<file path="src/rtl/refresh_interval_pkg.sv">
package refresh_interval_pkg;

  // Cycles that fit in a period given in tenths of a microsecond, rounded down
  function automatic int period_cycles(input int tenths_us, input int mhz);
    return (tenths_us * mhz) / 10;
  endfunction

  function automatic int max3(input int a, input int b, input int c);
    int m;
    m = a;
    if (b > m) m = b;
    if (c > m) m = c;
    return m;
  endfunction

endpackage

</file>
<file path="src/rtl/refresh_tc_select.sv">
module refresh_tc_select #(
  parameter int CNT_W    = 15,
  parameter int MHZ_SLOW = 66,
  parameter int MHZ_MID  = 100,
  parameter int MHZ_FAST = 133,
  parameter int T_SHORT  = 78,
  parameter int T_MID    = 156,
  parameter int T_LONG   = 1250
) (
  input  logic [1:0]       rate_code,
  input  logic [1:0]       clk_sel,
  output logic [CNT_W-1:0] term_count
);
  import refresh_interval_pkg::*;

  localparam int FREQ_OF [4] = '{MHZ_SLOW, MHZ_MID, MHZ_FAST, MHZ_SLOW};
  localparam int TENTHS_OF [4] = '{0, T_SHORT, T_MID, T_LONG};

  logic [CNT_W-1:0] tc_tbl [16];

  for (genvar f = 0; f < 4; f++) begin : g_freq
    for (genvar r = 0; r < 4; r++) begin : g_rate
      assign tc_tbl[f*4 + r] = CNT_W'(period_cycles(TENTHS_OF[r], FREQ_OF[f]));
    end
  end

  assign term_count = tc_tbl[{clk_sel, rate_code}];
endmodule

</file>
<file path="src/rtl/refresh_interval_counter.sv">
module refresh_interval_counter #(
  parameter int CNT_W = 15
) (
  input  logic             clk,
  input  logic             rst,
  input  logic             enable,
  input  logic             restart,
  input  logic [CNT_W-1:0] term_count,
  output logic             expire
);
  logic [CNT_W-1:0] cnt_q;

  assign expire = enable && !restart && (cnt_q == term_count - 1'b1);

  always_ff @(posedge clk) begin
    if (rst || !enable || restart || expire) cnt_q <= '0;
    else                                     cnt_q <= cnt_q + 1'b1;
  end
endmodule

</file>
<file path="src/rtl/refresh_req_ctl.sv">
module refresh_req_ctl (
  input  logic clk,
  input  logic rst,
  input  logic enable,
  input  logic expire,
  input  logic ack,
  output logic req,
  output logic missed,
  output logic accepted
);
  assign accepted = req && ack;

  always_ff @(posedge clk) begin
    if (rst) begin
      req    <= 1'b0;
      missed <= 1'b0;
    end else begin
      if (!enable)       req <= 1'b0;
      else if (accepted) req <= 1'b0;
      else if (expire) begin
        req <= 1'b1;
        if (req) missed <= 1'b1;
      end
    end
  end
endmodule

</file>
<file path="src/rtl/refresh_interval_gen.sv">
module refresh_interval_gen #(
  parameter int MHZ_SLOW = 66,
  parameter int MHZ_MID  = 100,
  parameter int MHZ_FAST = 133,
  parameter int T_SHORT  = 78,
  parameter int T_MID    = 156,
  parameter int T_LONG   = 1250
) (
  input  logic       clk,
  input  logic       rst,
  input  logic [1:0] rate_code,
  input  logic [1:0] clk_sel,
  input  logic       refresh_ack,
  output logic       refresh_req,
  output logic       refresh_missed
);
  import refresh_interval_pkg::*;

  localparam int MAX_T   = max3(T_SHORT, T_MID, T_LONG);
  localparam int MAX_F   = max3(MHZ_SLOW, MHZ_MID, MHZ_FAST);
  localparam int MAX_CNT = period_cycles(MAX_T, MAX_F);
  localparam int CNT_W   = $clog2(MAX_CNT + 1);

  logic [1:0]       rate_q, sel_q;
  logic             cfg_change, enable, expire, accepted, restart;
  logic [CNT_W-1:0] tc;

  // Configuration seen last edge; a difference forces a fresh interval
  always_ff @(posedge clk) begin
    if (rst) begin
      rate_q <= 2'b00;
      sel_q  <= 2'b00;
    end else begin
      rate_q <= rate_code;
      sel_q  <= clk_sel;
    end
  end

  assign cfg_change = (rate_code != rate_q) || (clk_sel != sel_q);
  assign enable     = (rate_code != 2'b00);
  assign restart    = cfg_change || accepted;

  refresh_tc_select #(
    .CNT_W(CNT_W), .MHZ_SLOW(MHZ_SLOW), .MHZ_MID(MHZ_MID), .MHZ_FAST(MHZ_FAST),
    .T_SHORT(T_SHORT), .T_MID(T_MID), .T_LONG(T_LONG)
  ) u_tc (
    .rate_code (rate_code),
    .clk_sel   (clk_sel),
    .term_count(tc)
  );

  refresh_interval_counter #(.CNT_W(CNT_W)) u_cnt (
    .clk       (clk),
    .rst       (rst),
    .enable    (enable),
    .restart   (restart),
    .term_count(tc),
    .expire    (expire)
  );

  refresh_req_ctl u_req (
    .clk     (clk),
    .rst     (rst),
    .enable  (enable),
    .expire  (expire),
    .ack     (refresh_ack),
    .req     (refresh_req),
    .missed  (refresh_missed),
    .accepted(accepted)
  );
endmodule

</file>
<file path="config.mk">
export PLATFORM = sky130hd
export DESIGN_NAME = refresh_interval_gen
export DESIGN_NICKNAME = d
export VERILOG_FILES = /design/src/rtl/refresh_interval_pkg.sv /design/src/rtl/refresh_tc_select.sv /design/src/rtl/refresh_interval_counter.sv /design/src/rtl/refresh_req_ctl.sv /design/src/rtl/refresh_interval_gen.sv
export SDC_FILE = /design/constraint.sdc
export NUM_CORES = 1
export LEC_CHECK = 0
export ABC_AREA = 1
export BUFFER_PORTS_ARGS = -buffer_cell sky130_fd_sc_hd__buf_2
export CAP_MARGIN = 20
export CORE_MARGIN = 2
export CORE_UTILIZATION = 25
export CTS_CLUSTER_DIAMETER = 30
export DETAILED_ROUTE_END_ITERATION = 10
export PLACE_DENSITY = 0.4
export REMOVE_ABC_BUFFERS = 1
export SETUP_SLACK_MARGIN = 0.1
export SLEW_MARGIN = 20
export SYNTH_ARGS = -nofsm -noshare
export SYNTH_HDL_FRONTEND = slang
export SYNTH_HIERARCHICAL = 1
export SYNTH_SLANG_ARGS = --single-unit
</file>
<file path="constraint.sdc">
create_clock -name clk -period 2.9 [get_ports clk]
set_input_delay 0.29 -clock clk [delete_from_list [all_inputs] [get_ports clk]]
set_output_delay 0.29 -clock clk [all_outputs]
set_load 0.1 [all_outputs]
</file>
==> metrics, run 1 <==
Post-Syn Area per Cell=6.059 um2; CTS Hold Buffers Added=0; register-to-register setup slack=0.92 ns; cell taking the most area after synthesis=dfxtp_1; Synth Flop Type=dfxtp_1; register bit count reported by yosys=21; sequential area share after synthesis=0.2189; critical path's slowest cell=ha_1; root buf cell=clkbuf_8; Crit path required time=3.05 ns; Data arrival, critical path=2.57 ns; RSZ-0062 raised after global routing=no; Area contributors post-synth=dfxtp_1, nand2_1, inv_1, nor2_1, nand3_1; vias in the first global route=1717; maxcap violations=0; crit path max fanout=15; Crit Path Class=in2reg; Cell Chain, Critical Path=buf_2, inv_1, ha_1, nand3_1, nand3_1, inv_2, ha_1, inv_1, nand2_1, nand2_1, nand2_1, nand2_1, inv_1, nand2_1, nor2_1, nand2_1, nor2_1, nand2_1, o21bai_4, buf_12, nor2_1; Syn. warnings=6; worst relative slew slack=0.6801; placed cell areas=2078 um2; core area=7331 um2; Setup TNS=0 ns; fill count=846; top-count cell post-synth=nand2_1; Synth top area share=0.2189; gr ovfl total=0; fin crit period=2.413 ns; Worst R2R Start=u_req/req; FF-to-FF End=u_cnt/cnt_q[7]; # nets final=343; largest net degree at the start of global routing=16; cells on worst reg2reg path=17; Setup Buffers After CTS=0; H-tree Lvls=1; I/O pin count=9; Area Overhead vs Synth=10.68%; count of cell types in the netlist=29; total vias in the final route=1735; beginning of the critical path=rate_code[0]; Worst-Skew Late Latency=0.26 ns; Starting Density=0.2620; n_diodes=0; post-layout util=0.2900; cell family with most CP delay=simple AND/OR/NAND/NOR gates; Hold Crit Class=in2reg; ratio of final minimum period to clock period=0.8322; Leakage=0.9886 nW; critical path depth=21; row count=31; synthesized area=1921 um2; most used cell, CP=nand2_1; endpoints failing hold=0; Final Skew=0.005046 ns; Die Wd=91.65 um; pwr dens=326.2 nW/um2; Total Routing Usage GR=0.1159; CTS tree=built; HPWL after DPL=3.722 mm; Hold Path Stages=2; Worst Tran Pin Value=0.4831 ns; first-pass GRT wire length=7.893 mm; post-cts resize count=0; Buffers & Inverters on Critical Path=6; Slew Viols, Final=0; DRC Markers=0; fmax=414.4 MHz; most frequent cells after synthesis=nand2_1, inv_1, nor2_1; Finished Cell Area=2126 um2; Port Buf Inserts=8; initial antenna violation count=0; initial drt markers=63; fraction of registers with async set/reset=0; maximum VDD drop=0.1371 mV; share of layout cells above drive strength 1=0.1524; Worst-path clk slew=0.08 ns; Via density=4.063; Post-synth EDFFs=0; RD Place Congestion=0.7907; Setup crit end kind=flop; status=complete, no violations; CTS Buf Count=3; CTS sink cnt=21; drt wl/cell=10.49 um; first-pass detailed-route iteration total=4; Die Height=91.65 um; Gate Count Post-Synth=317; Die ar.=8400 um2; Routed WL=4.480 mm; HP Start=rst; worst-case clock buffer depth=2; final setup vio count=0; antenna-violating nets left=0; CP Launch Type=input pin; Max stage delay on crit path=0.27 ns; Hold Path End=u_req/req
-- logic make-up (layout without fill, tap and decap cells) --
logic type | Yosys count | count (layout) | synth area share
compound gates | 11 | 11 | 0.03909
xor+xnor | 19 | 19 | 0.08665
buf+inv | 58 | 69 | 0.1264
simple gates | 201 | 201 | 0.4834
fa+ha+maj | 7 | 7 | 0.04560
flops | 21 | 21 | 0.2189
-- layout make-up --
type	instances	area, um2	area share
multi-input combinational	238	1260	0.5927
clock buffer	4	45.04	0.02119
timing repair buffer	10	67.56	0.03178
tap	99	123.9	0.05827
inverter	55	209.0	0.09829
sequential	21	420.4	0.1978
-- layer usage --
| metal | routed length [um] | part of all wire | GRT usage |
|---|---|---|---|
| met1 | 2516 | 0.56 | 0.1665 |
| met2 | 1801 | 0.40 | 0.1814 |
| met3 | 104 | 0.023 | 0.01561 |
| met4 | 57 | 0.013 | 0.03030 |
| met5 | 0 | 0 | 0 |
-- cell usage in the layout, fill, tap and decap left out, drive strengths merged --
master and n:
nand3b 4, dfxtp 21, nand4 3, nand2 102
inv 55, nor2 59, a21o 1, xnor2 7
clkbuf 4, nor3 6, o21bai 1, o21ai 5
buf 10, and2 2, a21oi 4, nand3 25
ha 7, xor2 12
-- worst max-delay path by stage --
stage / endpoint / slack [ns]
detailed placement: u_req/missed / 0.17
floorplan: u_cnt/cnt_q[14] / 0.62
global route: u_req/missed / 0.15
global placement: u_req/missed / 0.23
finish: u_cnt/cnt_q[7] / 0.49
CTS: u_req/missed / 0.43
-- sequential cells by signal, summed over array words and instances (netlist names) --
register	flops
u_cnt/cnt_q	15
u_req/missed	1
u_req/req	1
sel_q	2
rate_q	2
-- power breakdown --
| part | internal [mW] | switching [mW] | total [mW] |
|---|---|---|---|
| Sequential | 0.291 | 0.00211 | 0.294 |
| Clock | 0.0979 | 0.0961 | 0.194 |
| Combinational | 0.0685 | 0.137 | 0.206 |
| Total | 0.458 | 0.236 | 0.694 |
-- through the flow --
| stage | cells | worst slack (ns) | hold slack, ns | total power, mW |
|---|---|---|---|---|
| after floorplan | 314 | 0.6209 | 0.3591 | 0.4560 |
| after global placement | 423 | 0.2314 | 0.4400 | 0.5085 |
| after detailed placement | 423 | 0.1660 | 0.4473 | 0.5066 |
| after CTS | 427 | 0.4250 | 0.2894 | 0.7092 |
| after global routing | 427 | 0.1481 | 0.3034 | 0.7498 |
| final | 427 | 0.4867 | 0.2927 | 0.6935 |
No activity file was read; power rests on OpenSTA's default activity.
==> inputs of run 2 (changes only) <==
- ABC_AREA: 1 -> 0
- PLACE_DENSITY: 0.4 -> 0.42
- clock period: 2.9 -> 2.22 ns (I/O delays scaled with it)
==> metrics, run 2 <==
status=complete, but fails checks; violated checks=setup timing; # nets final=300 (-13%); HPWL after DPL=3.908 mm (+5.0%); share of layout cells above drive strength 1=0.4316 (+0.2791); CTS sink cnt=21 (unchanged); worst relative slew slack=0.6797 (about the same); Die ar.=7850 um2 (-6.5%); CTS Buf Count=3 (unchanged); register bit count reported by yosys=21 (unchanged); gr ovfl total=0 (unchanged); synthesized area=1789 um2 (-6.8%); initial drt markers=66 (+4.8%); n_diodes=0 (unchanged); commonest non-fill, non-tap cells in the layout=buf_4, xnor2_1, dfxtp_1; Syn. warnings=6 (unchanged); Largest regs=u_cnt/cnt_q x15, rate_q x2, sel_q x2; worst-case clock buffer depth=2 (unchanged); initial antenna violation count=0 (unchanged); largest net degree at the start of global routing=22 (+6); final setup vio count=17 (+17); first-pass detailed-route iteration total=6 (+2); Synth top area share=0.2350 (+0.01607); Slew Viols, Final=0 (unchanged); maxcap violations=0 (unchanged); pwr dens=390.7 nW/um2 (+20%); RD Place Congestion=0.8976 (+14%); Routed WL=5.098 mm (+14%); cell taking the most area after synthesis=dfxtp_1; root buf cell=clkbuf_8; Die Height=88.60 um (-3.3%); Starting Density=0.2605 (-0.001517); H-tree Lvls=1 (unchanged); fmax=372.2 MHz; post-layout util=0.3982 (+0.1082); fin crit period=2.687 ns; CTS tree=built; Worst-path clk slew=0.08 ns (about the same); core area=6869 um2 (-6.3%); Die Wd=88.60 um (-3.3%); Gate Count Post-Synth=216 (-32%); Worst-Skew Late Latency=0.26 ns (about the same); antenna-violating nets left=0 (unchanged); total vias in the final route=1759 (+1.4%); Crit Path Class=in2reg; vias in the first global route=1675 (-2.4%); DRC Markers=0 (unchanged); most frequent cells after synthesis=xnor2_1, dfxtp_1, nor4_1; setup ws final=-0.4666 ns (-0.9533 ns); Worst Tran Pin Value=0.4838 ns (+0.0006826 ns); Crit path required time=2.40 ns (-0.65 ns); row count=30 (-3.2%); first-pass GRT wire length=8.252 mm (+4.5%); Post-synth EDFFs=0 (unchanged); endpoints failing hold=0 (unchanged); commonest non-fill, non-tap cell in the layout=buf_4; ratio of final minimum period to clock period=1.210; sequential area share after synthesis=0.2350 (+0.01607); Post-Syn Area per Cell=8.283 um2 (+37%); maximum VDD drop=0.1772 mV (+29%); pre-CTS setup slack=-1.165 ns (-1.331 ns); Top reg by flops=u_cnt/cnt_q; crit path max fanout=4 (-11); fraction of registers with async set/reset=0 (unchanged); Area contributors post-synth=dfxtp_1, xnor2_1, nor4_1, ha_1, xor2_1; top-count cell post-synth=xnor2_1; drt wl/cell=13.38 um (+28%); Largest register FFs=15 (unchanged); Setup crit end kind=flop; Hold Crit Class=in2reg; Synth Flop Type=dfxtp_1; Data arrival, critical path=2.87 ns (+0.30 ns); Via density=4.617 (+14%); Area Overhead vs Synth=52.87%; CP Launch Type=input pin; Final Skew=0.002958 ns (-0.002088 ns); Port Buf Inserts=8 (unchanged); count of cell types in the netlist=56 (+93%); RSZ-0062 raised after global routing=yes; Leakage=1.031 nW (+4.3%); I/O pin count=9 (unchanged); Total Routing Usage GR=0.1334 (+0.01758)
-- run 2: cell types whose count changed after synthesis, sizes merged, moves of 5 or more --
cell,before,now
xnor2,7,24
and3,0,6
nor4,0,17
nand3,25,12
inv,55,15
xor2,12,7
nor2,59,15
nand2,102,5
nor2b,0,7
-- run 2: area by class of cell --
cell class | count | area, um2
tap | 96 | 120.1
timing repair buffer | 75 | 631.9
sequential | 21 | 420.4
clock buffer | 4 | 45.04
inverter | 15 | 63.81
fill | 681 | 4134
multi-input combinational | 170 | 1454
-- run 2: where the power goes --
group,leakage (nW),internal [mW],switching (mW),total (mW)
Sequential,0.170,0.381,0.00224,0.383
Clock,0.0228,0.128,0.128,0.256
Combinational,0.838,0.231,0.199,0.430
Total,1.03,0.740,0.329,1.07
-- run 2: stage by stage --
stage	hold slack [ns]	cells	instance area, um2	power [mW]	setup TNS [ns]
CTS	0.2465	376	2532	1.019	-8.990
global placement	0.4422	369	2350	0.7286	-18.43
global route	0.2666	381	2735	1.127	-8.863
detailed placement	0.4349	369	2350	0.7248	-19.34
finish	0.2582	381	2735	1.069	-7.373
floorplan	0.2887	206	1722	0.5665	-19.14
-- run 2: timing repair --
action | 4_1_cts | 5_1_grt
pin swaps | 12 | 11
resized for setup | 31 | 37
hold buffers | 0 | 0
setup endpoints to repair | 17 | 17
setup buffers | 3 | 5
-- run 2: worst max-delay path: stages --
cell and delay [ns]:
buf_12 0.11, buf_8 0.12, ha_4 0.16, o21a_1 0.11
or3_4 0.37, or3_4 0.34, or3_4 0.38, a2111o_1 0.40
a2111oi_4 0.22, buf_6 0.18, nor2_4 0.04, nor4b_2 0.21
-- run 2: logic make-up (layout without fill, tap and decap cells) --
family,count (synthesis),count (layout),share of synthesized area
compound gates,33,33,0.1511
xor+xnor,31,31,0.1559
fa+ha+maj,7,7,0.04895
buf+inv,25,94,0.06922
flops,21,21,0.2350
mux,3,3,0.01678
simple gates,96,96,0.3231
-- run 2: final timing paths --
check                                  start            to  slack (ns)  cells after the start
worst max-delay path            rate_code[0]     u_req/req       -0.47                     12
worst max register to register      sel_q[1]     u_req/req       -0.31                     11
worst min register to register  u_req/missed  u_req/missed        0.46                      2
worst min-delay path             refresh_ack  u_req/missed        0.26                      3
-- run 2: layer usage --
layer  global-route usage  vias to the layer above  part of all wire
li1                     -                      928                 -
met1               0.2019                      815              0.50
met2               0.2078                       14              0.47
met3             0.008396                        2             0.029
met4              0.02893                        0            0.0041
met5                    0                        -                 0
